--- src/rtl/cfgmgr_ctrl.sv ---
module cfgmgr_ctrl #(
  parameter int DATA_W = 32,
  parameter int CNT_W  = 16
) (
  input  logic                clk,
  input  logic                rst,
  input  logic                bus_wr,
  input  logic [1:0]          bus_addr,
  input  logic [DATA_W-1:0]   bus_wdata,
  input  logic [DATA_W/8-1:0] bus_be,
  output logic [DATA_W-1:0]   bus_rdata,
  output logic                fab_ncfg,
  output logic                fab_nce,
  output logic [1:0]          fab_width,
  output logic [1:0]          fab_ratio,
  output logic [DATA_W-1:0]   fab_data,
  output logic                fab_data_vld,
  output logic                fab_dclk,
  input  logic                fab_done,
  input  logic                fab_nstatus
);
  localparam int BYTES = DATA_W / 8;
  localparam logic [1:0] A_CTL = 2'd0, A_STA = 2'd1, A_DAT = 2'd2, A_CNT = 2'd3;

  typedef enum logic [2:0] {
    M_PWR = 3'd0, M_RST = 3'd1, M_CFG = 3'd2, M_INIT = 3'd3, M_USER = 3'd4, M_UNK = 3'd5
  } mode_t;

  mode_t             mode;
  logic [7:0]        ctl;
  logic [CNT_W-1:0]  cnt;
  logic              done_f, err_f, lock;
  logic [DATA_W-1:0] masked;

  wire pull    = ctl[1];
  wire wr_ctl  = bus_wr && bus_addr == A_CTL;
  wire wr_sta  = bus_wr && bus_addr == A_STA;
  wire wr_dat  = bus_wr && bus_addr == A_DAT;
  wire wr_cnt  = bus_wr && bus_addr == A_CNT;
  wire accept  = ctl[0] && ctl[2] && !lock;
  wire cnt_end = (cnt == CNT_W'(1)) && !wr_cnt;

  for (genvar b = 0; b < BYTES; b++) begin : g_lane
    assign masked[b*8 +: 8] = bus_be[b] ? bus_wdata[b*8 +: 8] : 8'h00;
  end

  assign fab_ncfg  = ~pull;
  assign fab_nce   = ctl[3];
  assign fab_width = ctl[5:4];
  assign fab_ratio = ctl[7:6];
  assign fab_dclk  = |cnt;

  always_comb begin
    bus_rdata = '0;
    case (bus_addr)
      A_CTL: bus_rdata[7:0] = ctl;
      A_STA: bus_rdata[6:0] = {fab_nstatus, fab_done, err_f, done_f, mode};
      A_CNT: bus_rdata[CNT_W-1:0] = cnt;
      default: bus_rdata = '0;
    endcase
  end

  always_ff @(posedge clk) begin
    if (rst) begin
      mode         <= M_PWR;
      ctl          <= '0;
      cnt          <= '0;
      done_f       <= 1'b0;
      err_f        <= 1'b0;
      lock         <= 1'b0;
      fab_data     <= '0;
      fab_data_vld <= 1'b0;
    end else begin
      fab_data_vld <= 1'b0;
      if (wr_ctl) ctl <= bus_wdata[7:0];
      if (wr_sta && bus_wdata[3]) done_f <= 1'b0;
      if (wr_sta && bus_wdata[4]) err_f  <= 1'b0;
      if (wr_dat) begin
        if (accept) begin
          fab_data_vld <= 1'b1;
          fab_data     <= masked;
        end else begin
          err_f <= 1'b1;
        end
      end
      if (wr_cnt)          cnt <= bus_wdata[CNT_W-1:0];
      else if (cnt != '0)  cnt <= cnt - CNT_W'(1);
      if (cnt_end) done_f <= 1'b1;

      if (pull) lock <= 1'b0;
      else if (mode == M_CFG && !fab_nstatus) lock <= 1'b1;

      if (pull) mode <= M_RST;
      else begin
        case (mode)
          M_RST:  if (!lock && fab_nstatus) mode <= M_CFG;
          M_CFG:  if (!fab_nstatus) mode <= M_RST;
                  else if (fab_done) mode <= M_INIT;
          M_INIT: if (cnt_end) mode <= M_USER;
          M_UNK:  mode <= M_RST;
          default: mode <= mode;
        endcase
      end
    end
  end


  mode_range_chk: assert property (@(posedge clk) disable iff (rst) mode <= M_USER);

  pull_mode_chk: assert property (@(posedge clk) disable iff (rst) pull |=> mode == M_RST);

  drop_err_chk: assert property (@(posedge clk) disable iff (rst)
    (wr_dat && !accept) |=> (!fab_data_vld && err_f));

  fail_mode_chk: assert property (@(posedge clk) disable iff (rst)
    (mode == M_CFG && !fab_nstatus && !pull) |=> mode == M_RST);

  done_hold_chk: assert property (@(posedge clk) disable iff (rst)
    (done_f && !(wr_sta && bus_wdata[3])) |=> done_f);

  cnt_step_chk: assert property (@(posedge clk) disable iff (rst)
    (cnt != '0 && !wr_cnt) |=> cnt == $past(cnt) - CNT_W'(1));
endmodule

--- config.mk ---
export PLATFORM = sky130hd
export DESIGN_NAME = cfgmgr_ctrl
export DESIGN_NICKNAME = d
export VERILOG_FILES = /design/src/rtl/cfgmgr_ctrl.sv
export SDC_FILE = /design/constraint.sdc
export NUM_CORES = 1
export LEC_CHECK = 0
export BUFFER_PORTS_ARGS = -buffer_cell sky130_fd_sc_hd__buf_2
export CAP_MARGIN = 10
export CORE_MARGIN = 2
export CORE_UTILIZATION = 49
export CTS_CLUSTER_DIAMETER = 60
export DETAILED_ROUTE_END_ITERATION = 8
export GPL_TIMING_DRIVEN = 1
export PLACE_DENSITY_LB_ADDON = 0.3
export SETUP_SLACK_MARGIN = 0.3
export SYNTH_ARGS = -nofsm -noshare
export SYNTH_HDL_FRONTEND = slang
export SYNTH_SLANG_ARGS = --single-unit
--- constraint.sdc ---
create_clock -name clk -period 2.8 [get_ports clk]
set_input_delay 0.84 -clock clk [delete_from_list [all_inputs] [get_ports clk]]
set_output_delay 0.84 -clock clk [all_outputs]
set_load 0.05 [all_outputs]
-- Word-level counts from Yosys, hierarchy flattened
Index checks and enable logic that the tools add are counted.
- register bits: 63
- input port bits: 43
- bitwise operators: 2
- eq/ne operators: 14
- reductions and logical operators: 26
- mux-type cells: 21
- $add $sub $neg: 1
- operators with widths (cell ; count):
    $mux 8 ; 5
    $mux 16 ; 2
    $pmux 7 s3 ; 1
    $eq 16x1->1 const B ; 1
    $reduce_bool 16->1 ; 1
    $reduce_or 16->1 ; 1
    $sub 16x1->16 const B ; 1
    $mux 3 ; 4
    $pmux 3 s4 ; 1
    $logic_and 1x1->1 ; 11
    $ne 3x3->1 const B ; 3
    $reduce_and 4->1 ; 2
    $mux 1 ; 7
    $eq 3x2->1 const B ; 2
    $reduce_bool 5->1 ; 1
    $eq 2x2->1 const B ; 2
    $ne 2x2->1 const B ; 2
    $ne 4x4->1 const B ; 1
    $reduce_bool 2->1 ; 2
    $reduce_bool 4->1 ; 1
    $reduce_or 2->1 ; 2
    $eq 3x1->1 const B ; 1
    $eq 3x3->1 const B ; 1
    $logic_not 1->1 ; 3
    5 further kinds ; 6

-- Depth between registers and ports, before layout
Gate-level depths: netlist of run 1.
- word-level depth: 7
- depth in mapped cells: 7

-- Worst setup path before layout of run 1
Ideal clock, no wire load.
- kind: input port to output port
- from: input bus_addr[0]
- to: output bus_rdata[7]
- slack: -388 ps
- arrival time: 2348 ps
- path buffers: 2
- cell stages on the path: 6
- cells stage by stage: inv_1 > ha_1 > clkbuf_1 > clkbuf_1 > a22oi_1 > nor2_1
- cells in the longest elaborated chain, start to end: 2
- RTL lines (item ; line ; RTL):
    start: declaration ; 8 ; input logic [1:0] bus_addr,
    $eq 2x2->1 / $logic_not 2->1 (equally long branches) ; 55 ; case (bus_addr)
    $pmux 1 s2 * ; 55 ;
    end: declaration ; 11 ; output logic [DATA_W-1:0] bus_rdata,
Every way passes the cells marked *; elsewhere a longest branch is shown, timed or not.

-- Worst setup path in the final report of run 1
- from: input bus_addr[1]
- to: output bus_rdata[1]
- cells in the longest elaborated chain, start to end: 2
- RTL lines (item ; line):
    $eq 2x2->1, or another cell as far along ; 55
    $pmux 7 s3 * ; 55
Marks and branches as above.

==> key figures, run 1 <==
STA
  – Finish-stage setup viols: 0
  – Final setup margin: 0.103 ns
  – Final Slew Violations: 0
  – Tmin final: 2.70 ns
  – Fmax: 371 MHz
  – Final period util: a little over nine tenths
  – Final Skew: 0.00522 ns
  – Slew headroom: 59.4%
  – Worst slew pin tran: ~0.6 ns
  – RSZ-0062 raised after global routing: true
  – Final Hold Fails: 0

Routing
  – Vias: 2823
  – Routed len/inst: 15.9 um
  – DRC violations left: 0
  – Routed WL: 8060 um
  – Initial DRC count: about 150
  – Vias per Instance: 5.56
  – Iteration count of the initial detailed-routing pass: 5
  – Antenna-violating nets left: 0

Place
  – Number of port buffers: a little under 100
  – HPWL after DPL: 5680 um
  – Placed Area: 0.00365 mm2
  – GPL Wtd Cong: 0.805
  – DP Worst Slack: -0.126 ns

Status
  – Status: completed

Logic synthesis
  – Leading area contributor after synthesis: dfxtp_1
  – Post-synth EDFFs: 0
  – Flops & latches, synth: 63
  – Mapped Area: 0.00300 mm2
  – Share of the synthesized area in the top cell type: a little over two fifths
  – Mux cell area share after synthesis: 0.333%
  – Post-Synth Simple-Gate Area: 19.9%
  – Adder-cell share of the synthesized area: 2.92%
  – Synthesized-area fraction occupied by ao, oa, aoi and oai cells: 23.4%
  – Seq/Total Area, Yosys: 42.0%
  – Post-synth ARST share: 0%
  – Main flop type after synthesis: dfxtp_1
  – Most frequent cells after synthesis: 63 x dfxtp_1, 32 x a22o_1, 25 x nor2_1
  – Combinational family with the most area after synthesis: compound AO/OA/AOI/OAI gates
  – Post-Synth XOR/XNOR Area: 1.75%
  – Syn Inst Count: 323
  – Syn. warnings: 0
  – Leading post-synthesis cells by cell area: dfxtp_1 42%, a22o_1 9.3%, buf_4 5.0%
  – Synthesized area per cell: 9.30 um2
  – Post-synth cell types: between 50 and 60
  – Count leader, synth: dfxtp_1

Clocking
  – Number of hold-repair buffers added at the cts stage: 0
  – CTS tree: built
  – Clock sinks: 63
  – Clk buf depth: 2
  – Clk slew on worst S/H paths: 0.07 ns
  – Clock latency at the later pin of the worst-skew pair: 0.33 ns
  – Cts bufs inserted: 9
  – H-Tree Depth: 3
  – Clock root cell: clkbuf_8

Cells and area
  – Layout Utilization: 68.9%
  – Layout cells sized above 1: 41.6%
  – Layout area overhead: 35.9%
  – Fill count: 467
  – Number of diodes: 0
  – Nets: 478
  – Final instance area: 0.00408 mm2

Setup path
  – Worst path arrival time: 1.86 ns
  – FF-to-FF setup slack: 0.72 ns
  – WP buf/inv: 4
  – Top Family by Delay on Critical Path: buffers and inverters
  – Data required, critical path: ~2.0 ns
  – CP max stage cell: a222oi_1
  – Critical path's largest stage delay: 0.34 ns
  – Crit path kind: in -> out
  – Crit path launch type: primary input
  – Critical Path Fanout Max: 9
  – CP cell instances: buf_8, inv_12, ha_4, a222oi_1, buf_4, nor2_4, buf_6
  – CP Capture Type: primary output
  – RR Startpoint: cnt[0]
  – Worst R2R Path Depth: 5
  – RR Endpoint: cnt[9]

Global route
  – Grt total ovfl: 0
  – Largest net degree at the start of global routing: 33
  – Initial antenna violation count: 0
  – Vias in the first global route: 2531
  – Global-route wire length before repair: between 10000 and 15000 um
  – Total GRT Usage: 24.0%

Floorplan
  – Total core area: around 0.006 mm2
  – Die area: 0.00677 mm2
  – Die H: 82.3 um
  – Core Rows: 28
  – Die width: 82.3 um
  – Initial core utilization: about half
  – Top-Level Pins: about 120

Hold path
  – Worst min path class: reg -> reg
  – Cells on Worst Hold Path: 2
  – Hold path startpoint: done_f
  – Min-Delay Endpoint: done_f

Pwr
  – P_leak: 0.00177 uW
  – Maximum VDD drop: 0.516 mV
  – PD cells: 767 mW/mm2
  – Tot Pwr: about 3100 uW

Flow run
  – Maxcap violations: 0
registers in the layout, indices dropped and copies added (netlist names):
signal        flops
cnt              16
ctl               8
done_f            1
err_f             1
fab_data         32
fab_data_vld      1
lock              1
mode              3
worst min-delay path: cells and delay by family, from the launching register on:
family,cells,cell delay (ns)
AOI/OAI and AO/OA,1,0.06
DFF,1,0.31
and+or+nand+nor,1,0.05
metal layers:
layer	global-route usage [%]	wire, um	up-vias
li1	-	-	1375
met1	30.4	3480	1323
met2	39.3	3820	116
met3	7.39	685	9
met4	6.83	66	0
met5	0	0	-
cells in the final DEF, fill, tap and decap left out, types with 3 or more instances in the layout:
| cell type | netlist | final |
|---|---|---|
| inv_1 | 12 | 7 |
| nand2_1 | 15 | 15 |
| inv_4 | 0 | 3 |
| nor2_4 | 0 | 8 |
| xnor2_1 | 3 | 3 |
| xor2_1 | 3 | 3 |
| a21oi_1 | 13 | 13 |
| conb_1 | 1 | 16 |
| dfxtp_1 | 63 | 61 |
| o31ai_1 | 5 | 5 |
| nor4_4 | 3 | 3 |
| clkbuf_8 | 0 | 9 |
| ha_1 | 7 | 3 |
| ha_4 | 0 | 4 |
| a211oi_1 | 5 | 5 |
| and2_1 | 11 | 4 |
| nand3_1 | 14 | 14 |
| or4_1 | 5 | 5 |
| buf_2 | 0 | 79 |
| clkinv_2 | 0 | 3 |
| nor3_1 | 5 | 5 |
| and2_2 | 1 | 7 |
| clkinvlp_4 | 0 | 3 |
| buf_8 | 0 | 3 |
| a222oi_1 | 7 | 7 |
| buf_4 | 20 | 22 |
| nand2b_1 | 3 | 3 |
| a22o_1 | 32 | 32 |
| buf_6 | 1 | 16 |
| nor2_1 | 25 | 16 |
| a311oi_1 | 6 | 6 |
| o21ai_0 | 5 | 5 |
power breakdown:
group	total, uW	switching, uW	internal [uW]
Combinational	1270	667	602
Clock	668	353	316
Sequential	1190	191	1000
Total	3130	1210	1920
cell families (layout without fill, tap and decap cells):
logic type	Yosys count	count (layout)
AND/OR/NAND/NOR	100	100
AO/OA/AOI/OAI	90	90
flip-flops	63	63
buffers and inverters	55	150
adder cells (fa/ha/maj)	7	7
XOR/XNOR	6	6
other	1	16
multiplexers	1	1
per-stage QoR:
| stage | setup TNS [ns] | hold WS, ns | instances |
|---|---|---|---|
| global placement | -0.561 | 0.447 | 485 |
| finish | 0 | 0.464 | 508 |
| CTS | 0 | 0.463 | 504 |
| detailed placement | -0.939 | 0.454 | 485 |
| global route | 0 | 0.498 | 508 |
| floorplan | 0 | 0.436 | 338 |
how the worst max path moves through the flow:
stage / start / endpoint / slack (ns) / cells after the start
after floorplan: bus_addr[1] / bus_rdata[3] / 0.17 / 6
after global placement: bus_addr[1] / bus_rdata[4] / -0.09 / 7
after detailed placement: bus_addr[1] / bus_rdata[4] / -0.13 / 7
after CTS: bus_addr[1] / bus_rdata[4] / 0.10 / 7
after global routing: bus_addr[1] / bus_rdata[4] / 0.04 / 7
final: bus_addr[1] / bus_rdata[1] / 0.10 / 7
area by class of cell:
| cell class | count | area [um2] | area share, % |
|---|---|---|---|
| inverters | 12 | 77.6 | 1.90 |
| well taps | 75 | 93.8 | 2.30 |
| repair buffers | 122 | 826 | 20.2 |
| clock inverters | 6 | 37.5 | 0.920 |
| clock buffers | 10 | 128 | 3.13 |
| flip-flops and latches | 63 | 1270 | 31.1 |
| multi-input cells | 220 | 1650 | 40.4 |
repair_timing:
item	in CTS	in global routing
pin swaps	11	1
setup endpoints to repair	17	17
buffers inserted	3	3
gates resized for setup	52	9
Note: power is estimated with default switching activity, not from simulation.
==> run 2: changes to the inputs <==
PLACE_DENSITY_LB_ADDON = 0.15   (was 0.3)
==> key figures, run 2 (synthesis gave the netlist of run 1 again) <==
Floorplan
  – Die area: 0.00677 mm2
  – Initial core utilization: 50.7%
  – Die width: 82.3 um
  – Die H: 82.3 um
  – Top-Level Pins: 115
  – Total core area: 0.00592 mm2
  – Core Rows: 28

Setup path
  – WP buf/inv: 4
  – CP max stage cell: a222oi_1
  – Worst path arrival time: 1.88 ns
  – Top Family by Delay on Critical Path: buffers and inverters
  – Crit path launch type: primary input
  – Worst R2R Path Depth: 6
  – Levels on crit path: 7
  – FF-to-FF setup slack: 0.83 ns
  – CP Capture Type: primary output
  – Data required, critical path: between 1.5 and 2 ns
  – Crit path kind: in -> out
  – Critical path's largest stage delay: 0.35 ns
  – CP cell instances: buf_8, inv_12, ha_4, a222oi_1, buf_4, nor2_4, buf_6
  – Critical Path Fanout Max: 10

Clocking
  – Clock root cell: clkbuf_8
  – Number of hold-repair buffers added at the cts stage: 0
  – Clk buf depth: 2
  – Clock sinks: 63
  – H-Tree Depth: 3
  – Clk slew on worst S/H paths: 0.07 ns
  – CTS tree: built
  – Cts bufs inserted: 9
  – Clock latency at the later pin of the worst-skew pair: 0.34 ns

Cells and area
  – Final instance area: 0.00416 mm2
  – Layout cells sized above 1: 42.2%
  – Most frequent cells in the layout: 80 x buf_2, 61 x dfxtp_1, 32 x a22o_1, 25 x buf_4
  – Max reg flops: 32
  – Most common cell after layout, fill and taps aside: buf_2
  – Biggest regs: fab_data x32, cnt x16, ctl x8
  – Nets: between 400 and 500
  – Layout area overhead: 38.5%
  – Number of diodes: 0
  – Biggest register: fab_data

Place
  – Number of port buffers: 98
  – HPWL after DPL: 5610 um
  – Placed Area: 0.00369 mm2
  – GPL Wtd Cong: 0.836

Pwr
  – Sw Ratio: 37.1%
  – Psw: roughly 1200 uW
  – P_leak: 0.00182 uW
  – PD cells: around 780 mW/mm2
  – Maximum VDD drop: between 0.6 and 0.7 mV
  – Power Internal: 2040 uW
  – Flop pwr share: 36.8%
  – Combinational share of power: 38.0%
  – Clock Power Share: about 25%

STA
  – Finish-stage setup viols: 0
  – Worst slew pin tran: 0.580 ns
  – Final Slew Violations: 0
  – RSZ-0062 raised after global routing: true
  – Final period util: between 90% and 100%
  – Final Skew: between 0.006 and 0.007 ns
  – Fmax: 368 MHz
  – Slew headroom: 61.0%
  – Setup TNS: 0 ns
  – Tmin final: between 2 and 3 ns
  – Final Hold Fails: 0

Flow run
  – Maxcap violations: 0

Routing
  – Iteration count of the initial detailed-routing pass: 4
  – Routed WL: 8010 um
  – Initial DRC count: 150
  – DRC violations left: 0
  – Routed len/inst: 15.6 um
  – Vias per Instance: ~5.5
  – Antenna-violating nets left: 0
  – Vias: 2799

Global route
  – Global-route wire length before repair: 11700 um
  – Grt total ovfl: 0
  – Initial antenna violation count: 0
  – Vias in the first global route: 2449
  – Total GRT Usage: 22.8%
  – Largest net degree at the start of global routing: 33

Status
  – Status: completed

Hold path
  – Cells on Worst Hold Path: 2
  – Worst min path class: reg -> reg
==> run 2: cell type report <==
class | instances | area, um2
inverter | 12 | 70.1
timing repair buffer | 127 | 872
sequential | 63 | 1270
tap | 75 | 93.8
clock buffer | 11 | 151
multi-input combinational | 220 | 1650
clock inverter | 5 | 56.3
fill | 482 | 1760
==> run 2: worst paths after layout <==
| check | from | to |
|---|---|---|
| worst min register to register | done_f | done_f |
| worst max register to register | cnt[0] | cnt[8] |
| worst max-delay path | bus_addr[1] | bus_rdata[0] |
| worst min-delay path | done_f | done_f |
==> run 2: metrics by stage <==
stage / power, uW / cells / utilization [%] / setup WS (ns) / hold slack, ns
global placement: 2250 / 490 / 62.3 / -0.137 / 0.450
detailed placement: 2260 / 490 / 62.3 / -0.121 / 0.453
CTS: 3200 / 509 / 69.3 / 0.0670 / 0.463
finish: 3240 / 513 / 70.3 / 0.0804 / 0.464
global route: 3400 / 513 / 70.3 / 0.00252 / 0.490
floorplan: 2000 / 338 / - / 0.175 / 0.436
==> run 2: metal layers <==
| layer | up-vias | GRT usage, % | share of wire [%] |
|---|---|---|---|
| met5 | - | 0 | 0 |
| met4 | 0 | 7.67 | 1.0 |
| met3 | 9 | 5.22 | 8.1 |
| met2 | 107 | 36.7 | 45 |
| met1 | 1300 | 30.0 | 46 |
| li1 | 1383 | - | - |
==> run 2: power groups by stage <==
stage               clock (uW)  combinational (uW)  sequential (uW)
floorplan                    0                 860             1140
global placement             0                1050             1190
detailed placement           0                1060             1190
CTS                        833                1190             1180
global route               865                1320             1210
finish                     819                1230             1190
==> run 2: worst min-delay path, delay by kind of cell (launching register included) <==
family / cells / cell delay (ns)
DFF: 1 / 0.31
and+or+nand+nor: 1 / 0.05
AOI/OAI and AO/OA: 1 / 0.05
==> run 2: timing repair <==
item / in CTS / in global routing
pin swaps: 13 / 8
gates resized for setup: 52 / 8
gates cloned: 0 / 1
endpoints found under the hold margin: 0 / 0
endpoints found under the setup margin: 17 / 10
buffers inserted: 3 / 2
==> run 3: changes to the inputs <==
CORE_UTILIZATION = 44   (was 49)
clock period = 2.3 ns   (was 2.8 ns; I/O delays follow)
==> key figures, run 3 (synthesis gave the netlist of run 1 again) <==
Routing
  – Routed len/inst: 16.0 um
  – Initial DRC count: 182
  – Vias per Instance: 5.49
  – Antenna-violating nets left: 0
  – Iteration count of the initial detailed-routing pass: 5
  – DRC violations left: 0
  – Routed WL: around 8500 um
  – Vias: 2908

Floorplan
  – Die area: 0.00750 mm2
  – Initial core utilization: between 40% and 50%
  – Total core area: 0.00668 mm2
  – Die H: about 87 um
  – Top-Level Pins: 115
  – Die width: 86.6 um
  – Core Rows: 30

Cells and area
  – Max reg flops: 32
  – Number of diodes: 0
  – Layout area overhead: 45.3%
  – Most frequent cells in the layout: 79 x buf_2, 56 x dfxtp_1, 38 x buf_4, 32 x a22o_1
  – Most common cell after layout, fill and taps aside: buf_2
  – Biggest regs: fab_data x32, cnt x16, ctl x8
  – Layout cells sized above 1: 45.3%
  – Nets: 495
  – Layout Cells excl Fill: between 500 and 600
  – Biggest register: fab_data

STA
  – Tmin final: 2.53 ns
  – Finish-stage setup viols: 8
  – Final Slew Violations: 0
  – Final Skew: between 0.01 and 0.015 ns
  – Final period util: 110%
  – Final Hold Fails: 0
  – Final setup margin: -0.230 ns
  – Fmax: between 300 and 400 MHz
  – Setup TNS: -0.931 ns
  – RSZ-0062 raised after global routing: true

Clocking
  – Clk buf depth: 2
  – CTS tree: built
  – Clock sinks: between 60 and 70
  – Cts bufs inserted: 9
  – Clk slew on worst S/H paths: 0.08 ns
  – H-Tree Depth: 3
  – Clock latency at the later pin of the worst-skew pair: about 0.34 ns
  – Clock root cell: clkbuf_8

Setup path
  – Crit path launch type: primary input
  – CP Capture Type: primary output
  – Data required, critical path: 1.61 ns
  – Critical Path Fanout Max: 8
  – FF-to-FF setup slack: 0.44 ns
  – Worst path arrival time: 1.84 ns
  – Crit path kind: in -> out

Pwr
  – Maximum VDD drop: about 0.52 mV
  – Flop pwr share: 34.6%
  – Combinational share of power: 40.7%
  – Power Internal: 2690 uW
  – Sw Ratio: 36.8%
  – PD cells: 974 mW/mm2
  – P_leak: 0.00190 uW
  – Clock Power Share: 24.7%
  – Psw: 1560 uW

Flow run
  – Maxcap violations: 0

Hold path
  – Worst min path class: reg -> reg

Status
  – Status: complete, but fails checks
  – Violated checks: setup timing

Place
  – Dpl cells: 501
  – GPL Wtd Cong: 0.806
  – Number of port buffers: 98
  – HPWL after DPL: 6020 um

Global route
  – Largest net degree at the start of global routing: 33
  – Total GRT Usage: between 20 and 25%
  – Initial antenna violation count: 0
  – Grt total ovfl: 0
  – Global-route wire length before repair: around 13000 um
  – Vias in the first global route: 2676
run 3: cell types whose count changed in the layout (fill, tap and decap cells not counted), sizes merged:
cell,change
buf,+12
clkinvlp,+2
bufinv,+1
clkbuf,-1
clkinv,-1
inv,-1
run 3: final timing paths:
path | from | end | cells past startpoint
hold / removal | done_f | done_f | 2
setup / recovery | bus_addr[1] | bus_rdata[2] | 8
hold reg to reg | done_f | done_f | 2
setup reg to reg | cnt[1] | cnt[10] | 8
run 3: power groups by stage:
stage	Clock, uW	Combinational (uW)	Sequential [uW]
after floorplan	0	1100	1410
after global placement	0	1400	1480
after detailed placement	0	1420	1480
after CTS	1070	1610	1450
after global routing	1130	1850	1490
final	1050	1730	1470
run 3: final cells by class:
type	instances	area, um2
Tap cell	80	100
Multi-Input combinational cell	220	1690
Inverter	12	78.8
Sequential cell	63	1270
Fill cell	558	2320
Timing Repair Buffer	139	1010
Clock buffer	10	128
Clock inverter	6	85.1
run 3: what timing repair did:
action,CTS,global route
gates resized for setup,62,10
endpoints found under the hold margin,0,0
buffers inserted,8,5
pin swaps,9,9
endpoints found under the setup margin,17,20
hold buffers,0,0
run 3: metal layers:
| layer | vias to the layer above | track usage (%) | part of all wire, % |
|---|---|---|---|
| met2 | 131 | 35.6 | 47 |
| li1 | 1408 | - | - |
| met3 | 15 | 4.57 | 7.3 |
| met5 | - | 0 | 0 |
| met4 | 0 | 8.10 | 1.4 |
| met1 | 1354 | 29.5 | 45 |
run 3: stage by stage:
stage / utilization [%] / hold slack, ns / power [uW] / area (um2) / worst slack [ns]
after CTS: 64.0 / 0.465 / 4140 / 4280 / -0.133
final: 65.3 / 0.463 / 4250 / 4360 / -0.230
after global placement: 56.8 / 0.450 / 2880 / 3800 / -0.313
after detailed placement: 56.8 / 0.454 / 2900 / 3800 / -0.358
after floorplan: - / 0.436 / 2510 / 3270 / -0.0251
after global routing: 65.3 / 0.478 / 4470 / 4360 / -0.264
run 3: critical path, stage by stage:
cell      delay [ns]
buf_12          0.10
inv_12          0.03
ha_4            0.18
buf_4           0.14
a222oi_1        0.33
buf_4           0.18
nor2_4          0.03
buf_6           0.14
